File: src/rtl/march_bist.sv
module march_bist #(
  parameter int ADDR_W = 16
) (
  input  logic              clk,
  input  logic              rst_n,
  input  logic              start,
  input  logic [ADDR_W-1:0] base_addr,
  input  logic [ADDR_W:0]   byte_count,
  output logic [ADDR_W-1:0] mem_addr,
  output logic              mem_we,
  output logic [7:0]        mem_wdata,
  input  logic [7:0]        mem_rdata,
  output logic              busy,
  output logic              done,
  output logic              error,
  output logic [2:0]        pass_num,
  output logic [ADDR_W-1:0] fail_addr,
  output logic [7:0]        fail_exp,
  output logic [7:0]        fail_obs
);
  localparam int CNT_W = ADDR_W + 1;

  typedef enum logic [2:0] {S_IDLE, S_FILL, S_RD, S_CMP, S_WR} st_t;
  st_t st;

  logic [ADDR_W-1:0] base_q;
  logic [CNT_W-1:0]  cnt_q, idx;
  logic [7:0]        wr_q;
  logic              last;
  logic [7:0]        expect_b;

  assign last      = (idx + 1'b1) == cnt_q;
  assign expect_b  = pass_num[0] ? 8'h00 : 8'hFF;
  assign mem_addr  = base_q + idx[ADDR_W-1:0];
  assign mem_we    = (st == S_FILL) || (st == S_WR);
  assign mem_wdata = (st == S_FILL) ? 8'hFF : wr_q;
  assign busy      = st != S_IDLE;

  always_ff @(posedge clk) begin
    if (!rst_n) begin
      st        <= S_IDLE;
      base_q    <= '0;
      cnt_q     <= '0;
      idx       <= '0;
      wr_q      <= '0;
      pass_num  <= '0;
      done      <= 1'b0;
      error     <= 1'b0;
      fail_addr <= '0;
      fail_exp  <= '0;
      fail_obs  <= '0;
    end else begin
      case (st)
        S_IDLE: if (start) begin
          base_q    <= base_addr;
          cnt_q     <= byte_count;
          idx       <= '0;
          error     <= 1'b0;
          fail_addr <= '0;
          fail_exp  <= '0;
          fail_obs  <= '0;
          if (byte_count == '0) begin
            pass_num <= 3'd0;
            done     <= 1'b1;
          end else begin
            pass_num <= 3'd1;
            done     <= 1'b0;
            st       <= S_FILL;
          end
        end
        S_FILL: begin
          if (last) begin
            idx      <= '0;
            pass_num <= 3'd2;
            st       <= S_RD;
          end else begin
            idx <= idx + 1'b1;
          end
        end
        S_RD: st <= S_CMP;
        S_CMP: begin
          if (mem_rdata != expect_b) begin
            error     <= 1'b1;
            done      <= 1'b1;
            fail_addr <= mem_addr;
            fail_exp  <= expect_b;
            fail_obs  <= mem_rdata;
            st        <= S_IDLE;
          end else begin
            wr_q <= ~mem_rdata;
            st   <= S_WR;
          end
        end
        S_WR: begin
          if (!last) begin
            idx <= idx + 1'b1;
            st  <= S_RD;
          end else if (pass_num == 3'd4) begin
            done <= 1'b1;
            st   <= S_IDLE;
          end else begin
            idx      <= '0;
            pass_num <= pass_num + 3'd1;
            st       <= S_RD;
          end
        end
        default: st <= S_IDLE;
      endcase
    end
  end

  AST_WRITE_INVERSE: assert property (@(posedge clk) disable iff (!rst_n)
    (st == S_WR) |-> (mem_wdata == ~$past(mem_rdata)));
  AST_PASS_RANGE: assert property (@(posedge clk) disable iff (!rst_n)
    busy |-> (pass_num >= 3'd1 && pass_num <= 3'd4));
  AST_ERR_DIFFERS: assert property (@(posedge clk) disable iff (!rst_n)
    error |-> (fail_exp != fail_obs));
  AST_CAPTURE_HOLD: assert property (@(posedge clk) disable iff (!rst_n)
    (!busy && !start) |=> $stable({fail_addr, fail_exp, fail_obs, error}));
  AST_DONE_IDLE: assert property (@(posedge clk) disable iff (!rst_n)
    done |-> !busy);
  AST_ADDR_WINDOW: assert property (@(posedge clk) disable iff (!rst_n)
    mem_we |-> (CNT_W'(mem_addr - base_q) < cnt_q));
endmodule

File: config.mk
export PLATFORM = sky130hd
export DESIGN_NAME = march_bist
export DESIGN_NICKNAME = d
export VERILOG_FILES = /design/src/rtl/march_bist.sv
export SDC_FILE = /design/constraint.sdc
export NUM_CORES = 1
export LEC_CHECK = 0
export ABC_AREA = 1
export BUFFER_PORTS_ARGS = -buffer_cell sky130_fd_sc_hd__buf_4
export CORE_AREA = 2 2 107 109
export DETAILED_ROUTE_END_ITERATION = 16
export DIE_AREA = 0 0 109 111
export GPL_TIMING_DRIVEN = 0
export PLACE_DENSITY = 0.82
export REMOVE_ABC_BUFFERS = 1
export SYNTH_ARGS = -nofsm -noshare
export SYNTH_HDL_FRONTEND = slang
export SYNTH_SLANG_ARGS = --single-unit
File: constraint.sdc
create_clock -name clk -period 5.4 [get_ports clk]
set_input_delay 1.62 -clock clk [delete_from_list [all_inputs] [get_ports clk]]
set_output_delay 1.62 -clock clk [all_outputs]
set_load 0.03 [all_outputs]
; ---- After elaboration in Yosys (flattened, before gate mapping)
; Index checks and enable logic that the tools add are counted.
; W data, S select, Z words.
[word_totals]
rom_bits = 0
latchBits = 0
ramBits = 0
reg_bits = 98
n_memories = 0
wordCells = 80
[op_classes]
n_mux = 35
add_sub_neg = 3
n_eq_ne = 15
reduce_logical = 14
order_cmp = 0
n_mul = 0
bitwise_logic = 2
shifts = 0
n_div = 0
[ops]
columns = cell, n
row1 = $mux W17, 4
row2 = $pmux W17 S3, 1
row3 = $mux W8, 5
row4 = $mux W16, 2
row5 = $pmux W16 S2, 1
row6 = $pmux W8 S2, 2
row7 = $mux W3, 7
row8 = $add A17 B1 Y17 const B, 1
row9 = $eq A17 B17 Y1, 1
row10 = $logic_not A17 Y1, 1
row11 = $add A16 B16 Y16, 1
row12 = $pmux W3 S5, 1
row13 = $ne A2 B2 Y1 const B, 6
row14 = $reduce_and A5 Y1, 2
row15 = $pmux W3 S3, 1
row16 = $reduce_and A3 Y1, 3
row17 = $reduce_bool A3 Y1, 3
row18 = $ne A8 B8 Y1, 1
row19 = $not A8 Y8, 1
row20 = $mux W1, 7
row21 = $eq A3 B2 Y1 const B, 2
row22 = $eq A3 B3 Y1 const B, 2
row23 = $mux W2, 2
row24 = $reduce_and A2 Y1, 2
row25 = 10 further kinds, 10

; ---- Longest topological paths before layout
; Gate-level depths: netlist of the first run.
[depth]
ltp_word = 4
mapped_depth = 17

; ---- Worst setup path after synthesis of the first run
; OpenSTA, ideal clock, no wires.
[synth_path]
path_kind = reg2out
start = reg idx[0]
end = out mem_addr[14]
arrival_ns = 2.173
t_required_ns = 3.780
n_path_buf = 0
stages_incl_launch_ff = 14
slack_ns = 1.607
cell_sequence = dfxtp_1 -> ha_1 -> fa_1 -> nand2_1 -> nand3_1 -> o21ai_0 -> inv_1 -> nand3_1 -> nand3_1 -> nand2_1 -> nand2_1 -> nand2_1 -> nand2_1 -> xor2_1
[synth_between]
elab_chain_cells = 1
[synth_rtl]
columns = element, line
row1 = "start, declared", 27  ; logic [CNT_W-1:0] cnt_q, idx;
row2 = "start signal, assigned", 77  ; idx <= idx + 1'b1;
row3 = "start signal, assigned", 96  ; idx <= idx + 1'b1;
row4 = $add A16 B16 Y16, 34  ; assign mem_addr = base_q + idx[ADDR_W-1:0];
row5 = "end, declared", 9  ; output logic [ADDR_W-1:0] mem_addr,
; No other way between the ends.

; ---- Worst setup path in the final report of the first run
; Ends and elaborated chain as after synthesis.

==> results.md, run 1 <==
- 0 antenna diodes ended up in the layout.
- The critical path's largest stage delay is around 410 ps.
- The largest individual stage delay along the critical path comes from the cell fa_1.
- The count of buffers inserted at the top-level ports is approximately 110.
- The power density relative to cell area is approximately 320 nW/um^2.
- CTS built an H-tree with a depth of 3.
- The post-route worst setup slack is 1120 ps.
- The core box area is roughly 11,000 sq um.
- The half-perimeter wire length after detailed placement is about 10,000 um.
- The worst setup slack for register-to-register paths is around 2400 ps.
- Setup repair after global routing left no endpoint under its margin.
- The post-cts resize count is 0.
- After synthesis, flip-flops and latches occupy between 30% and 40% of the total area.
- Detailed routing inserted a total of 5,481 vias.
- The share of cells above drive strength 1 is between 15 and 20%.
- The via count of the first global-routing pass was 4,998.
- The CTS buffer count is 9.
- Counting flops with an async set or reset pin after synthesis yields a share of 0%.
- The total design power is approximately 2.1 mW.
- TritonCTS built the clock tree.
- The routed wirelength normalized by instance count is about 13 um.
- After filler insertion, the fill cell instance count of the layout stands at around 1,100.
- The post-layout net count is 971.
- The proportion of power drawn by flip-flops and latches is 38.1%.
- The critical path startpoint category is a register.
- At the pin with the least slew margin, the transition time is 846 ps.
- The fraction of the cycle the final worst path needs is approximately 79%.
- Setup violations remaining at the end of the flow were counted as 0.
- The commonest cells after synthesis are 220 x nand2_1, 99 x nand3_1, 97 x a21oi_1, 91 x dfxtp_1, 89 x inv_1.
- Global routing consumed, over all layers together, between 20% and 30% of the routing resources.
- After detailed routing, the number of vias per cell comes to around 5.2.
- Entering global routing, the biggest net connects 50 pins.
- Once layout is complete, the utilization of the core stands at just under 60%.
- The leakage power of the design is around 3.1 nW.
- In this run the remaining antenna-violating nets after routing total 0.
- The flip-flop cell with the highest count after synthesis is dfxtp_1.
- In this run the critical register-to-register path is launched from idx[1].
- The count of boundary I/O pins is 107.
- The power dissipated by switching net loads is between 0.7 and 0.8 mW.
- The total area of sequential cells is 1820 sq um.
- Traced cell by cell, the critical path runs through ha_1 -> fa_1 -> nand2_1 -> nand3_1 -> o21ai_0 -> inv_1 -> nand3_1 -> nand3_1 -> nand2_1 -> nand2_1 -> nand2_1 -> nand2_1 -> xor2_1 -> buf_4.
- The highest ir drop seen on vdd is roughly 210 uV.
- The post-placement cell count is 1,040.
- The setup skew after layout is 6.60 ps.
- The hold-critical path depth is 2.
- The final routed wirelength across all metal layers is ~14,000 um.
- The post-route minimum period is between 4000 and 5000 ps.
- The cell internal power dissipation is around 1.3 mW.
- In this run switching power makes up between 30 and 40% of total power.
- The synthesized design contains between 90 and 100 register bits.
- The largest driver fanout on the critical path is 7.
- The run finished with clean final reports.
- For this run, the detailed router's first-pass iteration total came to 5.
- The total clock sinks is a little over 90.
- The number of different library cells used by synthesis comes to 33.
- The first global-routing pass estimated about 23,000 um of wire.
- From synthesis to final layout, the design area changed by 21.1%.
- The clock tree buffer depth is 2.
- After synthesis, the cell types taking the most area are dfxtp_1 34%, nand2_1 15%, nand3_1 9.2%.
- In this run the critical register-to-register path is captured at idx[15].
- The die is roughly 110 um wide.
- The number of hold buffers added after CTS was 0.
- The library cell occupying the most area in the post-synthesis netlist is dfxtp_1.
- For this run, the number of Yosys warnings is 0.
- The number of antenna violations at the first check in global routing came to 0.
- In this run the cell area of the synthesized design comes to between 5000 and 6000 sq um.
- The fraction of post-synthesis cell area in the top cell type by area is around 34%.
- Summed over all layers, the global routing overflow is 0.
- The die covers about 12,000 sq um.
- The number of hold violations in the final report is 0.
- In this run the post-CTS setup repair buffer count came out at 0.
- Adding up every negative setup slack in the final design gives 0 ps.
- After clock tree synthesis, the clock-pin slew on the worst setup and hold paths is ~60 ps.
- The worst-case hold path end point is wr_q[7].
- From bottom edge to top edge, the die measures roughly 110 um.
- The min-delay analysis places its worst path in the category reg2reg.
- The floorplan has 39 rows.
- At the worst endpoint, the required time is ~3800 ps.
- For the worst setup path, the data arrival time is 2660 ps.
- In the post-synthesis netlist, the cell with the most instances is nand2_1.
- The number of enable flip-flop cells after synthesis is 0.
- The worst hold slack is between 400 and 500 ps.
- The count of placed standard cells in the final layout, fillers left out is between 1,000 and 1,500.
- In this design, the critical path's most frequently occurring cell is nand2_1.
- The number of cells on the worst reg-to-reg path is 16.
- A synthesized cell averages 6.55 sq um.
- The worst setup path is captured at an output port.
- The initial DRC count is slightly below 400.
- The clock power share is roughly 29%.
- For this run, design rule violations remaining after detail routing come to 0.
- The type of the worst setup path is reg2out.
- The area taken by multi-input logic gates is just over 3000 sq um.
- After detailed placement, the total cell area comes to between 6000 and 7000 sq um.
- The clock reaches the later pin of the worst-skew pair after about 350 ps.
- The max capacitance violation total is 0.
- The pre-CTS setup slack is ~1500 ps.
- The logic gate share of total power is between 30% and 40%.
- After routing the design area is about 6500 sq um.
- Measured against its own limit, the worst slew margin works out to about 43%.
- The worst hold path begins at wr_q[7].
- The root buffer cell is clkbuf_16.
- The number of pins with negative max-slew slack in the final report is 0.
- Static timing analysis puts the maximum clock frequency at about 0.23 GHz.
- The final weighted congestion in routability-driven placement is roughly 0.91.
- Once the floorplan was initialized, standard cells occupied about half of the core.
- The synthesized instance count is between 800 and 900.
## sequential cells by signal (all words and copies together) (netlist names)
name	cells
base_q	16
cnt_q	17
done	1
error	1
fail_addr	16
fail_exp	1
fail_obs	8
idx	17
pass_num	3
st	3
wr_q	8
## layout by cell type (no fill, tap or decap)
cell type	synthesis	layout
nor3_1	7	7
a21oi_2	1	2
buf_8	0	3
clkinv_2	0	1
clkbuf_8	0	1
clkbuf_1	23	1
xor2_1	14	14
xnor2_1	4	4
clkbuf_16	0	9
nor2_4	4	4
nor4_1	5	5
nand2_2	9	10
o31ai_1	1	1
a21oi_1	97	96
clkinvlp_4	0	1
nand4_1	13	13
o21ai_1	4	4
nand2_4	2	2
a31oi_1	3	3
o21ai_0	25	25
nand2_1	220	219
ha_1	18	18
clkinv_4	0	3
dfxtp_1	91	91
fa_1	1	1
nor2_1	60	58
a211oi_1	1	1
nor2_2	5	7
inv_1	89	89
nand3_2	5	5
o21bai_1	2	2
nand3_1	99	99
nor2_8	2	2
inv_2	4	4
or2_2	1	1
and2_1	1	1
buf_4	8	106
## metal layers
metal  track usage [%]  wire (um)  share of wire [%]  up-vias
met3              6.47        924                6.7       16
met1              29.5       6180                 45     2463
li1                  -          -                  -     2846
met4              6.58        188                1.4        0
met2              38.9       6560                 47      156
met5                 0          0                  0        -
## critical path: cells and delay by family, from the launching register on
kind / cells / cell delay, ps
adder cells (fa/ha/maj): 2 / 650
AO/OA/AOI/OAI: 1 / 180
buffers and inverters: 2 / 310
flip-flops: 1 / 380
AND/OR/NAND/NOR: 8 / 600
XOR/XNOR: 1 / 190
## worst max path at each step
stage                 startpoint      endpoint  slack [ps]
floorplan                 idx[0]  mem_addr[14]        1610
global placement    mem_rdata[5]  fail_addr[9]         660
detailed placement        idx[0]  mem_addr[14]        1500
CTS                       idx[0]  mem_addr[14]        1110
global route              idx[0]  mem_addr[14]         830
finish                    idx[0]  mem_addr[14]        1120
## cell families (layout without fill, tap and decap cells)
logic type               Yosys count  count (layout)  share of synthesized area [%]
AO/OA/AOI/OAI                    134             134                           12.8
XOR/XNOR                          18              18                           2.92
adder cells (fa/ha/maj)           19              19                           4.55
buffers and inverters            128             218                           9.75
flip-flops                        91              91                           33.8
AND/OR/NAND/NOR                  433             433                           36.2
## cell type report
class | count | share of cell area [%]
flip-flops and latches | 91 | 27.9
clock buffers | 11 | 3.72
repair buffers | 109 | 12.9
inverters | 93 | 5.35
well taps | 143 | 2.74
multi-input cells | 604 | 46.8
clock inverters | 5 | 0.594
## power by group through the flow
stage	combinational, mW	clock (mW)	sequential [mW]
floorplan	0.447	0	0.800
global placement	0.655	0	0.798
detailed placement	0.674	0	0.800
CTS	0.677	0.614	0.785
global route	0.753	0.645	0.793
finish	0.677	0.598	0.786
Power figures use the tool's default switching activity.
==> inputs of run 2 (changes only) <==
clock period = 4 ns   (was 5.4 ns; I/O delays follow)
==> run 2 against run 1 <==
Routed wire length hardly changed. Combinational power is 35% higher. Critical path depth unchanged. Sequential power grew 35%. Global-route usage stayed put. Clock skew is 0.93 ps higher. Power rose by 35%. Worst setup slack got worse by 840 ps. Clock power is 35% higher. Critical path type unchanged. Largest cell class unchanged. Largest power group unchanged. Highest routed layer unchanged.
==> results.md, run 2 (synthesis results as in run 1) <==
- The DRC violations left was 0 (unchanged).
- The clock insertion delay at the later pin of the skew report came to 350 ps (about the same).
- The share of cells above drive strength 1 is 17.9% (+0.22 points).
- The layout overhead on the synthesized area is 21.3%.
- The number of nets still failing antenna checks after routing is 0 (unchanged).
- Derived from the worst setup path, the maximum achievable clock frequency is 0.269 GHz.
- Clock tree synthesis selected as its root buffer the cell clkbuf_16.
- Setup repair after global routing left no endpoint under its margin.
- The via count of the first global-routing pass was 4,998 (unchanged).
- The count of buffers inserted at the top-level ports was 106 (unchanged).
- The type of the worst setup path is reg2out.
- The count of filler cells inserted in the layout came to 1,077 (-0.28%).
- The power dissipated by switching net loads is 1.04 mW (+35%).
- Subtracting the final worst setup slack from the clock period gives ~3700 ps.
- The die extent in y is 111 um (unchanged).
- The number of optimization iterations in the first detailed-route pass was 5 (unchanged).
- The maximum number of pins on one net before global-route repair is 50 (unchanged).
- The number of hold violations in the final report is 0 (unchanged).
- The total of hold buffers inserted after clock tree synthesis is 0 (unchanged).
- STA classifies the critical path endpoint as an output port.
- The total clock sinks is 91 (unchanged).
- The data arrival time at the worst-slack endpoint is 2520 ps (-140 ps).
- The most common cell after layout, fill and taps aside is nand2_1.
- The final routed wirelength across all metal layers is 13,900 um (about the same).
- The number of H-tree levels is 3 (unchanged).
- The final weighted congestion in routability-driven placement is 0.907 (unchanged).
- The clock tree buffer depth is 2 (unchanged).
- The CTS buffer count is 9 (unchanged).
- The CTS tree is built.
- The aggregate global-route resource usage is 23.4% (unchanged).
- The number of antenna violations at the first check in global routing was 0 (unchanged).
- The largest driver fanout on the critical path is 7 (unchanged).
- The number of antenna diodes is 0 (unchanged).
- The total via count in the routed design is 5,488 (+0.13%).
- The clock power share is 29.0% (about the same).
- The first-pass GRT wire length is 22,800 um (unchanged).
- The number of setup violations in the final report is 0 (unchanged).
- The worst setup path is launched from a register.
- The count of boundary I/O pins came to 107 (unchanged).
- The worst hold path belongs to the class reg2reg.
- The proportion of power drawn by flip-flops and latches was 38.1% (about the same).
- The power density relative to cell area is 426 nW/um^2 (+35%).
- The placed cell area is 6240 sq um (unchanged).
- The half-perimeter wire length after detailed placement was 10,200 um (unchanged).
- The slew at the pin closest to its max-slew limit is 848 ps (+2.59 ps).
- The area enclosed by the die boundary is 12,100 sq um (unchanged).
- The final instance area is 6540 sq um (+0.17%).
- The max capacitance violation total came to 0 (unchanged).
- The clock transition at the registers of the reported paths was 60 ps (about the same).
- The setup skew after layout came to 7.53 ps (+0.932 ps).
- The leakage power of the design is 3.07 nW (about the same).
- The final critical path takes up approximately 93% of the cycle.
- The net switching fraction of the power is 37.4% (about the same).
- The logic gate share of total power is 32.9% (about the same).
- The worst max-slew margin expressed relative to the limit is 43.3% (-0.17 points).
- In the layout the commonest cells are 219 x nand2_1, 106 x buf_4, 99 x nand3_1.
- The initial DRC count is 362 (-6.0%).
- The core box area is 11,100 sq um (unchanged).
- The routed wirelength normalized by instance count is 13.1 um (about the same).
- The total design power is 2.78 mW (+35%).
- The detailed-route vias per instance is 5.20 (+0.13%).
- The data required time at the worst endpoint came to 2800 ps (-980 ps).
- The number of placement rows was 39 (unchanged).
- The hold-critical path depth was 2 (unchanged).
- The run finished with clean final reports.
- The highest ir drop seen on vdd is 289 uV (+36%).
- The width of the die was 109 um (unchanged).
- The cell internal power dissipation came to 1.74 mW (+35%).
- The post-layout net count came to 971 (unchanged).
- In the final layout, the registers with the most flip-flops are cnt_q x17, idx x17.
- The total congestion overflow was 0 (unchanged).
- The number of pins with negative max-slew slack in the final report is 0 (unchanged).
- The starting density of the core is 48.7% (unchanged).
- The number of cells traversed by the worst register-to-register path came to 16 (unchanged).
## run 2: cell counts in the layout (fill, tap and decap cells not counted)
No cell type changed its count.
## run 2: power groups by stage
stage                     clock (mW)  combinational [mW]  sequential [mW]
after global placement             0               0.885             1.08
after global routing           0.870                1.02             1.07
after CTS                      0.829               0.914             1.06
after detailed placement           0               0.909             1.08
after floorplan                    0               0.603             1.08
final                          0.807               0.916             1.06
## run 2: stage by stage
| step | hold slack [ps] | util, % | std cells | setup TNS, ps | setup slack, ps |
|---|---|---|---|---|---|
| after detailed placement | 444 | 56.4 | 1040 | 0 | 515 |
| after global routing | 467 | 59.0 | 1056 | 0 | 3.97 |
| final | 454 | 59.0 | 1056 | 0 | 279 |
| after global placement | 441 | 55.9 | 1037 | -7670 | -320 |
| after CTS | 454 | 58.9 | 1056 | 0 | 126 |
| after floorplan | 432 | - | 788 | 0 | 627 |
## run 2: repair_timing
action | in CTS | in global routing
setup endpoints to repair | 0 | 1
buffers inserted | 0 | 0
gates resized for setup | 0 | 3
## run 2: layer usage
layer	part of all wire (%)	GRT usage (%)	vias to the layer above
li1	-	-	2843
met1	45	29.5	2465
met5	0	0	-
met4	1.3	6.58	0
met3	6.7	6.47	16
met2	47	38.9	164
## run 2: final timing paths
kind | endpoint | slack, ps | from
min reg2reg | wr_q[7] | 450 | wr_q[7]
min | wr_q[7] | 450 | wr_q[7]
max | mem_addr[14] | 280 | idx[0]
max reg2reg | idx[15] | 1010 | idx[1]
## run 2: area by class of cell
cell class | instances | area (sq um) | area share [%]
Clock buffer | 11 | 243 | 3.71
Clock inverter | 5 | 38.8 | 0.593
Inverter | 93 | 349 | 5.34
Multi-Input combinational cell | 604 | 3070 | 46.9
Sequential cell | 91 | 1820 | 27.9
Tap cell | 143 | 179 | 2.74
Timing Repair Buffer | 109 | 841 | 12.9
## run 2: critical path: stages (launching register included)
cell,delay [ps]
dfxtp_1,380
ha_1,240
fa_1,410
nand2_1,90
nand3_1,90
o21ai_2,100
inv_1,80
nand3_1,70
nand3_1,120
nand2_1,80
nand2_1,40
nand2_1,50
nand2_1,80
xor2_2,160
buf_4,180
